[src/rtl/mmx_pkg.sv]
package mmx_pkg;

    typedef enum logic [0:0] {
        PH_IDLE = 1'b0,
        PH_SCAN = 1'b1
    } phase_e;

endpackage

[src/rtl/mmx_abs.sv]
module mmx_abs #(
    parameter int DATA_W = 16,
    localparam int MAG_W = DATA_W + 1
) (
    input  logic [DATA_W-1:0]       data_i,
    output logic signed [MAG_W-1:0] mag_o
);

    logic signed [MAG_W-1:0] ext;

    always_comb begin
        // widen first so that the most negative code does not wrap
        ext   = $signed({data_i[DATA_W-1], data_i});
        mag_o = ext[MAG_W-1] ? -ext : ext;
    end

endmodule

[src/rtl/mmx_scan_ctrl.sv]
module mmx_scan_ctrl #(
    parameter int LEN_W = 16
) (
    input  logic             clk,
    input  logic             rst_n,
    input  logic             start_i,
    input  logic [LEN_W-1:0] len_i,
    input  logic             valid_i,
    output logic             busy_o,
    output logic             load_o,
    output logic             accept_o,
    output logic             last_o,
    output logic [LEN_W-1:0] cnt_o,
    output logic [LEN_W-1:0] len_o
);

    import mmx_pkg::*;

    typedef struct packed {
        phase_e           ph;
        logic [LEN_W-1:0] cnt;
        logic [LEN_W-1:0] len;
    } ctrl_t;

    ctrl_t st_d, st_q;

    always_comb begin
        st_d     = st_q;
        load_o   = (st_q.ph == PH_IDLE) && start_i && (len_i != '0);
        accept_o = (st_q.ph == PH_SCAN) && valid_i;
        last_o   = accept_o && (st_q.cnt == '0);

        if (load_o) begin
            st_d.ph  = PH_SCAN;
            st_d.cnt = len_i - LEN_W'(1);
            st_d.len = len_i;
        end else if (accept_o) begin
            if (last_o) begin
                st_d.ph = PH_IDLE;
            end else begin
                st_d.cnt = st_q.cnt - LEN_W'(1);
            end
        end
    end

    always_ff @(posedge clk or negedge rst_n) begin
        if (!rst_n) begin
            st_q <= '{ph: PH_IDLE, cnt: '0, len: '0};
        end else begin
            st_q <= st_d;
        end
    end

    assign busy_o = (st_q.ph == PH_SCAN);
    assign cnt_o  = st_q.cnt;
    assign len_o  = st_q.len;

endmodule

[src/rtl/mmx_peak_track.sv]
module mmx_peak_track #(
    parameter int DATA_W = 16,
    parameter int LEN_W  = 16,
    localparam int MAG_W = DATA_W + 1
) (
    input  logic                    clk,
    input  logic                    rst_n,
    input  logic                    load_i,
    input  logic                    accept_i,
    input  logic signed [MAG_W-1:0] mag_i,
    input  logic [LEN_W-1:0]        cnt_i,
    output logic signed [MAG_W-1:0] win_mag_o,
    output logic [LEN_W-1:0]        win_cnt_o
);

    typedef struct packed {
        logic signed [MAG_W-1:0] best;
        logic [LEN_W-1:0]        cap;
    } track_t;

    track_t st_d, st_q;
    logic   take;

    always_comb begin
        st_d = st_q;
        // predicated capture: strict compare keeps the earliest of equal values
        take      = accept_i && (mag_i > st_q.best);
        win_mag_o = take ? mag_i : st_q.best;
        win_cnt_o = take ? cnt_i : st_q.cap;

        if (load_i) begin
            st_d.best = '1;  // sentinel -1, below every magnitude
            st_d.cap  = '0;
        end else if (take) begin
            st_d.best = mag_i;
            st_d.cap  = cnt_i;
        end
    end

    always_ff @(posedge clk or negedge rst_n) begin
        if (!rst_n) begin
            st_q <= '{best: '1, cap: '0};
        end else begin
            st_q <= st_d;
        end
    end

endmodule

[src/rtl/mmx_peak_finder.sv]
module mmx_peak_finder #(
    parameter int DATA_W = 16,
    parameter int LEN_W  = 16,
    localparam int MAG_W = DATA_W + 1
) (
    input  logic              clk,
    input  logic              rst_n,
    input  logic              start_i,
    input  logic [LEN_W-1:0]  len_i,
    input  logic              smp_valid_i,
    input  logic [DATA_W-1:0] smp_data_i,
    output logic              smp_ready_o,
    output logic              done_o,
    output logic [LEN_W-1:0]  idx_o,
    output logic [MAG_W-1:0]  mag_o
);

    typedef struct packed {
        logic             done;
        logic [LEN_W-1:0] idx;
        logic [MAG_W-1:0] mag;
    } res_t;

    logic                    busy, load, accept, last;
    logic [LEN_W-1:0]        cnt, len;
    logic signed [MAG_W-1:0] smp_mag, win_mag;
    logic [LEN_W-1:0]        win_cnt;
    res_t                    res_d, res_q;

    mmx_scan_ctrl #(
        .LEN_W (LEN_W)
    ) u_ctrl (
        .clk      (clk),
        .rst_n    (rst_n),
        .start_i  (start_i),
        .len_i    (len_i),
        .valid_i  (smp_valid_i),
        .busy_o   (busy),
        .load_o   (load),
        .accept_o (accept),
        .last_o   (last),
        .cnt_o    (cnt),
        .len_o    (len)
    );

    mmx_abs #(
        .DATA_W (DATA_W)
    ) u_abs (
        .data_i (smp_data_i),
        .mag_o  (smp_mag)
    );

    mmx_peak_track #(
        .DATA_W (DATA_W),
        .LEN_W  (LEN_W)
    ) u_track (
        .clk       (clk),
        .rst_n     (rst_n),
        .load_i    (load),
        .accept_i  (accept),
        .mag_i     (smp_mag),
        .cnt_i     (cnt),
        .win_mag_o (win_mag),
        .win_cnt_o (win_cnt)
    );

    always_comb begin
        res_d      = res_q;
        res_d.done = last;
        if (load) begin
            res_d.idx = '0;
            res_d.mag = '0;
        end else if (last) begin
            // position = N minus the remaining count captured at the best sample
            res_d.idx = len - win_cnt;
            res_d.mag = $unsigned(win_mag);
        end
    end

    always_ff @(posedge clk or negedge rst_n) begin
        if (!rst_n) begin
            res_q <= '0;
        end else begin
            res_q <= res_d;
        end
    end

    assign smp_ready_o = busy;
    assign done_o      = res_q.done;
    assign idx_o       = res_q.idx;
    assign mag_o       = res_q.mag;

endmodule

[config.mk]
export PLATFORM = sky130hd
export DESIGN_NAME = mmx_peak_finder
export DESIGN_NICKNAME = d
export VERILOG_FILES = /design/src/rtl/mmx_pkg.sv /design/src/rtl/mmx_abs.sv /design/src/rtl/mmx_scan_ctrl.sv /design/src/rtl/mmx_peak_track.sv /design/src/rtl/mmx_peak_finder.sv
export SDC_FILE = /design/constraint.sdc
export NUM_CORES = 1
export LEC_CHECK = 0
export ABC_CLOCK_PERIOD_IN_PS = 10800
export BUFFER_PORTS_ARGS = -buffer_cell sky130_fd_sc_hd__clkbuf_2
export CAP_MARGIN = 20
export CELL_PAD_IN_SITES_DETAIL_PLACEMENT = 1
export CELL_PAD_IN_SITES_GLOBAL_PLACEMENT = 1
export CORE_MARGIN = 2
export CORE_UTILIZATION = 42
export CTS_CLUSTER_SIZE = 8
export DETAILED_ROUTE_END_ITERATION = 16
export HOLD_SLACK_MARGIN = 0.15
export PLACE_DENSITY_LB_ADDON = 0.1
export SETUP_SLACK_MARGIN = 0.5
export SYNTH_ARGS = -nofsm -noshare
export SYNTH_HDL_FRONTEND = slang
export SYNTH_SLANG_ARGS = --single-unit
[constraint.sdc]
create_clock -name clk -period 10.8 [get_ports clk]
set_input_delay 0.54 -clock clk [delete_from_list [all_inputs] [get_ports clk]]
set_output_delay 0.54 -clock clk [all_outputs]
set_load 0.03 [all_outputs]
Word-level counts from Yosys, hierarchy flattened --
Index checks and enable logic that the tools add are counted.
Storage, ports and cells: register bits after elaboration 100, bits of input ports 36, output and inout port bits 35, word-level logic and storage cells 38
Cells by class: add/subtract/negate cells 4, magnitude comparators 1, equality and inequality tests 1, mux-type cells 11, bitwise gates (word level) 1, reductions and logical operators 12
Operators with widths (number):
- $mux 33 | 4
- $mux 17 | 4
- $mux 16 | 2
- $sub 16x1->16 const B | 2
- $gt 17x17->1 | 1
- $neg 16->17 | 1
- $logic_not 16->1 | 1
- $reduce_bool 16->1 | 1
- $sub 16x16->16 | 1
- $reduce_bool 2->1 | 3
- $logic_and 1x1->1 | 5
- $reduce_and 2->1 | 2
- $ne 2x2->1 const B | 1
- $mux 1 | 1
- $not 1->1 | 1

Depth between registers and ports, before layout --
depth in word-level cells 8, mapped depth 25, gate-level depth less buffers 25

By module --
From an unflattened synthesis, not the netlist that was laid out.
Unflattened totals: cell total of the unflattened synthesis 684, area, all modules 6657.6 um^2
By module, submodules not included:
- mmx_peak_finder | instances 1, cells an instance 229, area each 2168.3 um^2
- mmx_peak_track | instances 1, cells an instance 177, area each 2079.5 um^2
- mmx_scan_ctrl | instances 1, cells an instance 232, area each 2064.5 um^2
- mmx_abs | instances 1, cells an instance 46, area each 345.3 um^2

Worst setup path after synthesis --
Ideal clock, no wire load.
path kind input to register, start point input port smp_data_i[9], end point register res_q, in the netlist idx_o[14], library setup time 133 ps, arrival time 5351 ps, required time 10667 ps, setup slack 5315 ps, stages on the path 21, buffers on the path 1, path through or4_1 -> or4_1 -> o21ai_0 -> xnor2_1 -> ha_1 -> nand4_1 -> or2_2 -> o21bai_1 -> a31oi_1 -> clkbuf_1 -> mux2i_1 -> fa_1 -> a21o_1 -> a21oi_1 -> o211ai_1 -> nand3_1 -> a41oi_1 -> a21o_1 -> a21oi_1 -> xor2_1 -> o21ai_0
On the way: cells in the longest elaborated chain, start to end 8
Ends and longest elaborated chain:
- start: declaration | RTL line mmx_peak_finder.sv:11 | input logic [DATA_W-1:0] smp_data_i,
- $neg 16->17 | RTL line mmx_abs.sv:14 | mag_o = ext[MAG_W-1] ? -ext : ext;
- $mux 17 (*) | RTL line mmx_abs.sv:14
- $gt 17x17->1 (*) | RTL line mmx_peak_track.sv:27 | take = accept_i && (mag_i > st_q.best);
- $logic_and 1x1->1 (*) | RTL line mmx_peak_track.sv:27
- $mux 16 (*) | RTL line mmx_peak_track.sv:29 | win_cnt_o = take ? cnt_i : st_q.cap;
- $sub 16x16->16 (*) | RTL line mmx_peak_finder.sv:75 | res_d.idx = len - win_cnt;
- $mux 33 (*) | RTL line mmx_peak_finder.sv:73 | end else if (last) begin
- $mux 33 (*) | RTL line mmx_peak_finder.sv:70 | if (load) begin
- end signal: assignment | RTL line mmx_peak_finder.sv:84 | res_q <= res_d;
- end: declaration | RTL line mmx_peak_finder.sv:28 | res_t res_d, res_q;
Every way passes the cells marked *; elsewhere a longest branch is shown, timed or not. The select of a mux whose other input is x is not followed. A chain may end at the register's enable or synchronous reset.

Worst setup path after layout --
Ends and elaborated chain as after synthesis.

==> metrics.md <==
| Metric | Value |
|---|---|
| Arrival @ worst endpoint | `5.85 ns` |
| Pwr Density | `about 240 nW/um^2` |
| Mean Syn Cell Area | `between 8 and 9 sq um` |
| Sequential share of the synthesized area | `44.0%` |
| Top Usage Layer GRT | `met2` |
| Final nets | `roughly 780` |
| Cells after Synth | `about 650` |
| Via/cell ratio | `around 5.4` |
| Data required, critical path | `around 11 ns` |
| Pint | `roughly 960 uW` |
| Synth cell types | `55` |
| Fin. Hold Viols | `0` |
| HP Class | `input port to asynchronous set/reset pin` |
| Die H | `between 100 and 150 um` |
| Commonest non-fill, non-tap cell in the layout | `nand2_1` |
| Io pins | `71` |
| Gpl congestion | `0.824` |
| First-pass GRT wire length | `about 25000 um` |
| Max_slew headroom | `54.2%` |
| TritonCTS clock tree | `done` |
| Number of antenna diodes | `0` |
| Switching share of power | `39.6%` |
| VDD IR max | `0.0794 mV` |
| Async set-reset flop share out of synthesis | `between 90% and 100%` |
| Clock Tree Buf Depth | `2` |
| GR Layer Usage met1 | `approximately 28%` |
| Most frequent cells in the layout | `nand2_1, dfrtp_1, clkbuf_2, nor2_1, o21ai_0` |
| Cell Area, Synth | `between 5000 and 6000 sq um` |
| DRT antenna net count | `0` |
| Area grow syn2layout | `14.4%` |
| Finished Layout Cells | `between 800 and 900` |
| Post-route minimum period | `about 5.6 ns` |
| RSZ-0062 raised after global routing | `false` |
| Via count | `4826` |
| DRC viols | `0` |
| CTS H-tree lvls | `3` |
| Reg area | `between 2000 and 3000 sq um` |
| GR Util All Layers | `roughly 22%` |
| Comb pwr share | `44.6%` |
| Filler cells | `around 1600` |
| Clk root buf | `clkbuf_16` |
| Maximum clock rate | `~180 MHz` |
| Total Power | `around 1.6 mW` |
| Ys Warns | `0` |
| Leak pwr | `3.13 nW` |
| Setup crit start kind | `input port` |
| Net switching power | `around 630 uW` |
| Final period util | `52.1%` |
| Die area | `around 15000 sq um` |
| Actual slew at the worst max-slew pin | `0.688 ns` |
| Max-slew violations | `0` |
| Crit-path max FO | `50` |
| Finished Core Util | `49.4%` |
| Outcome | `finished clean` |
| Buffers on Ports | `70` |
| Total negative slack | `0 ns` |
| Cts hold-fix bufs | `0` |
| Syn Nets | `a little over 700` |
| Final setup violation count | `0` |
| Met2 Use GR | `37.9%` |
| CTS buffer count | `9` |
| Num rows | `42` |
| GRT met3 Usage | `2.88%` |
| Worst reg-to-reg path cell count | `19` |
| Detailed Route Iter0 Violations | `168` |
| Vias in the first global route | `between 5000 and 6000` |
| Die X | `~120 um` |
| Sequential power share | `between 30% and 40%` |
| DRT Pass-1 Iters | `4` |
| Resized cells post-CTS | `0` |
| Clk pwr share | `about a fifth` |
| Clock Skew | `0.00634 ns` |
| DP Cell Count | `a little under 900` |
| Clock latency on the worst-skew pair | `between 0.3 and 0.4 ns` |
| Initial Util | `a little over two fifths` |
| WS Path Type | `input port to flip-flop` |
| GRT overflow | `0` |
| Post-CTS Setup Bufs | `0` |
| #FFs+latches synth | `100` |
| Post-synth EDFFs | `0` |
| Post-Route WL | `between 15000 and 20000 um` |
| Worst-path clk slew | `0.07 ns` |
| HPWL Detailed | `11300 um` |
| Max-cap violations | `0` |
| Area occupied by multi-input gates | `3030 sq um` |
| Pin count of the biggest net entering global routing | `61` |
| Crit end category | `flip-flop` |
| Initial antenna violation count | `0` |
| Core Region | `13300 sq um` |
| Avg WL per Cell | `17.2 um` |
| Main synth FF type | `dfrtp_1` |
| Layout cell share with drive strength beyond 1 | `16.6%` |
| Final hold slack | `roughly 0.19 ns` |
| # clock sinks | `100` |
-- kinds of logic (layout without fill, tap and decap cells) --
kind of cell	Yosys count	after routing	synth area share [%]
compound gates	124	124	12.8
xor+xnor	49	49	7.48
fa+ha+maj	36	36	7.99
buf+inv	52	120	3.43
flops	100	100	44.0
mux	21	21	3.71
other cells	1	1	0.0654
simple gates	265	265	20.5
-- power groups by stage --
stage | clock network (mW) | registers [mW] | logic, mW
final | 0.314 | 0.572 | 0.712
after floorplan | 0 | 0.552 | 0.532
after CTS | 0.322 | 0.572 | 0.716
after global placement | 0 | 0.572 | 0.671
after global routing | 0.335 | 0.585 | 0.806
after detailed placement | 0 | 0.578 | 0.708
-- flip-flops by register name, indices dropped and copies added (netlist names) --
name           count
mag_o             17
u_ctrl.len_o      16
u_track.st_q      33
done_o             1
u_ctrl.busy_o      1
u_ctrl.cnt_o      16
idx_o             16
-- worst paths after layout --
kind	slack, ns	to	from
max	5.17	idx_o[14]	smp_data_i[9]
min	0.19	mag_o[13]	rst_n
max reg2reg	6.19	idx_o[14]	u_track.st_q[20]
min reg2reg	0.48	u_ctrl.len_o[0]	u_ctrl.len_o[0]
max in group asynchronous	9.48	u_ctrl.busy_o	rst_n
min in group clk	0.45	u_ctrl.len_o[13]	len_i[13]
-- cell usage after synthesis (all sizes together), types with 3 or more instances --
library cell    n  area, sq um
nor4           11         75.1
o21bai          3         22.5
a211oi          3         22.5
a31oi           3         18.8
and2            4         25.0
dfrtp          83         2080
ha             35          438
o31ai           5         37.5
xor2           18          158
nand2b          4         25.0
mux2i          19          190
inv            28          105
nand3          25          125
nor2b           4         25.0
nand4           4         25.0
nor3           21          116
xnor2          31          272
o21a            3         22.5
a21o            4         30.0
clkbuf         21         78.8
a21oi          36          180
o21ai          51          270
dfstp          17          447
nor2           67          256
o211ai          5         37.5
buf             3         12.5
nand2         115          434
-- critical path: stages --
cell,delay (ns)
clkbuf_2,0.11
or4_1,0.59
or4_1,0.45
nor4_1,0.44
ha_1,0.23
nand4_1,0.10
or2_2,0.30
o21bai_1,0.20
a31oi_4,0.19
buf_4,0.55
mux2i_1,0.32
ha_1,0.32
a21o_1,0.18
a21oi_1,0.26
o211ai_1,0.21
nand3_1,0.11
a41oi_1,0.14
a21o_1,0.21
a21oi_1,0.16
xor2_1,0.15
o21ai_0,0.09
-- area by class of cell --
class | instances | share of cell area [%]
multi-input combinational | 496 | 46.2
sequential | 100 | 38.5
timing repair buffer | 76 | 6.06
clock buffer | 15 | 4.23
tap | 176 | 3.36
inverter | 28 | 1.60
clock inverter | 1 | 0.114
-- through the flow --
| step | setup WS (ns) | cell area, sq um |
|---|---|---|
| 3_5_place_dp | 4.79 | 6280 |
| 6_report | 5.17 | 6560 |
| 4_1_cts | 5.15 | 6560 |
| 3_3_place_gp | 5.04 | 6280 |
| 5_1_grt | 4.75 | 6560 |
| 2_1_floorplan | 5.32 | 5730 |
-- metal layers --
metal | share of wire [%] | wire (um) | vias to the layer above
met5 | 0 | 0 | -
met4 | 2.7 | 416 | 0
met3 | 2.6 | 395 | 26
met2 | 48 | 7380 | 78
met1 | 47 | 7130 | 2387
li1 | - | - | 2335
Power figures use the tool's default switching activity.
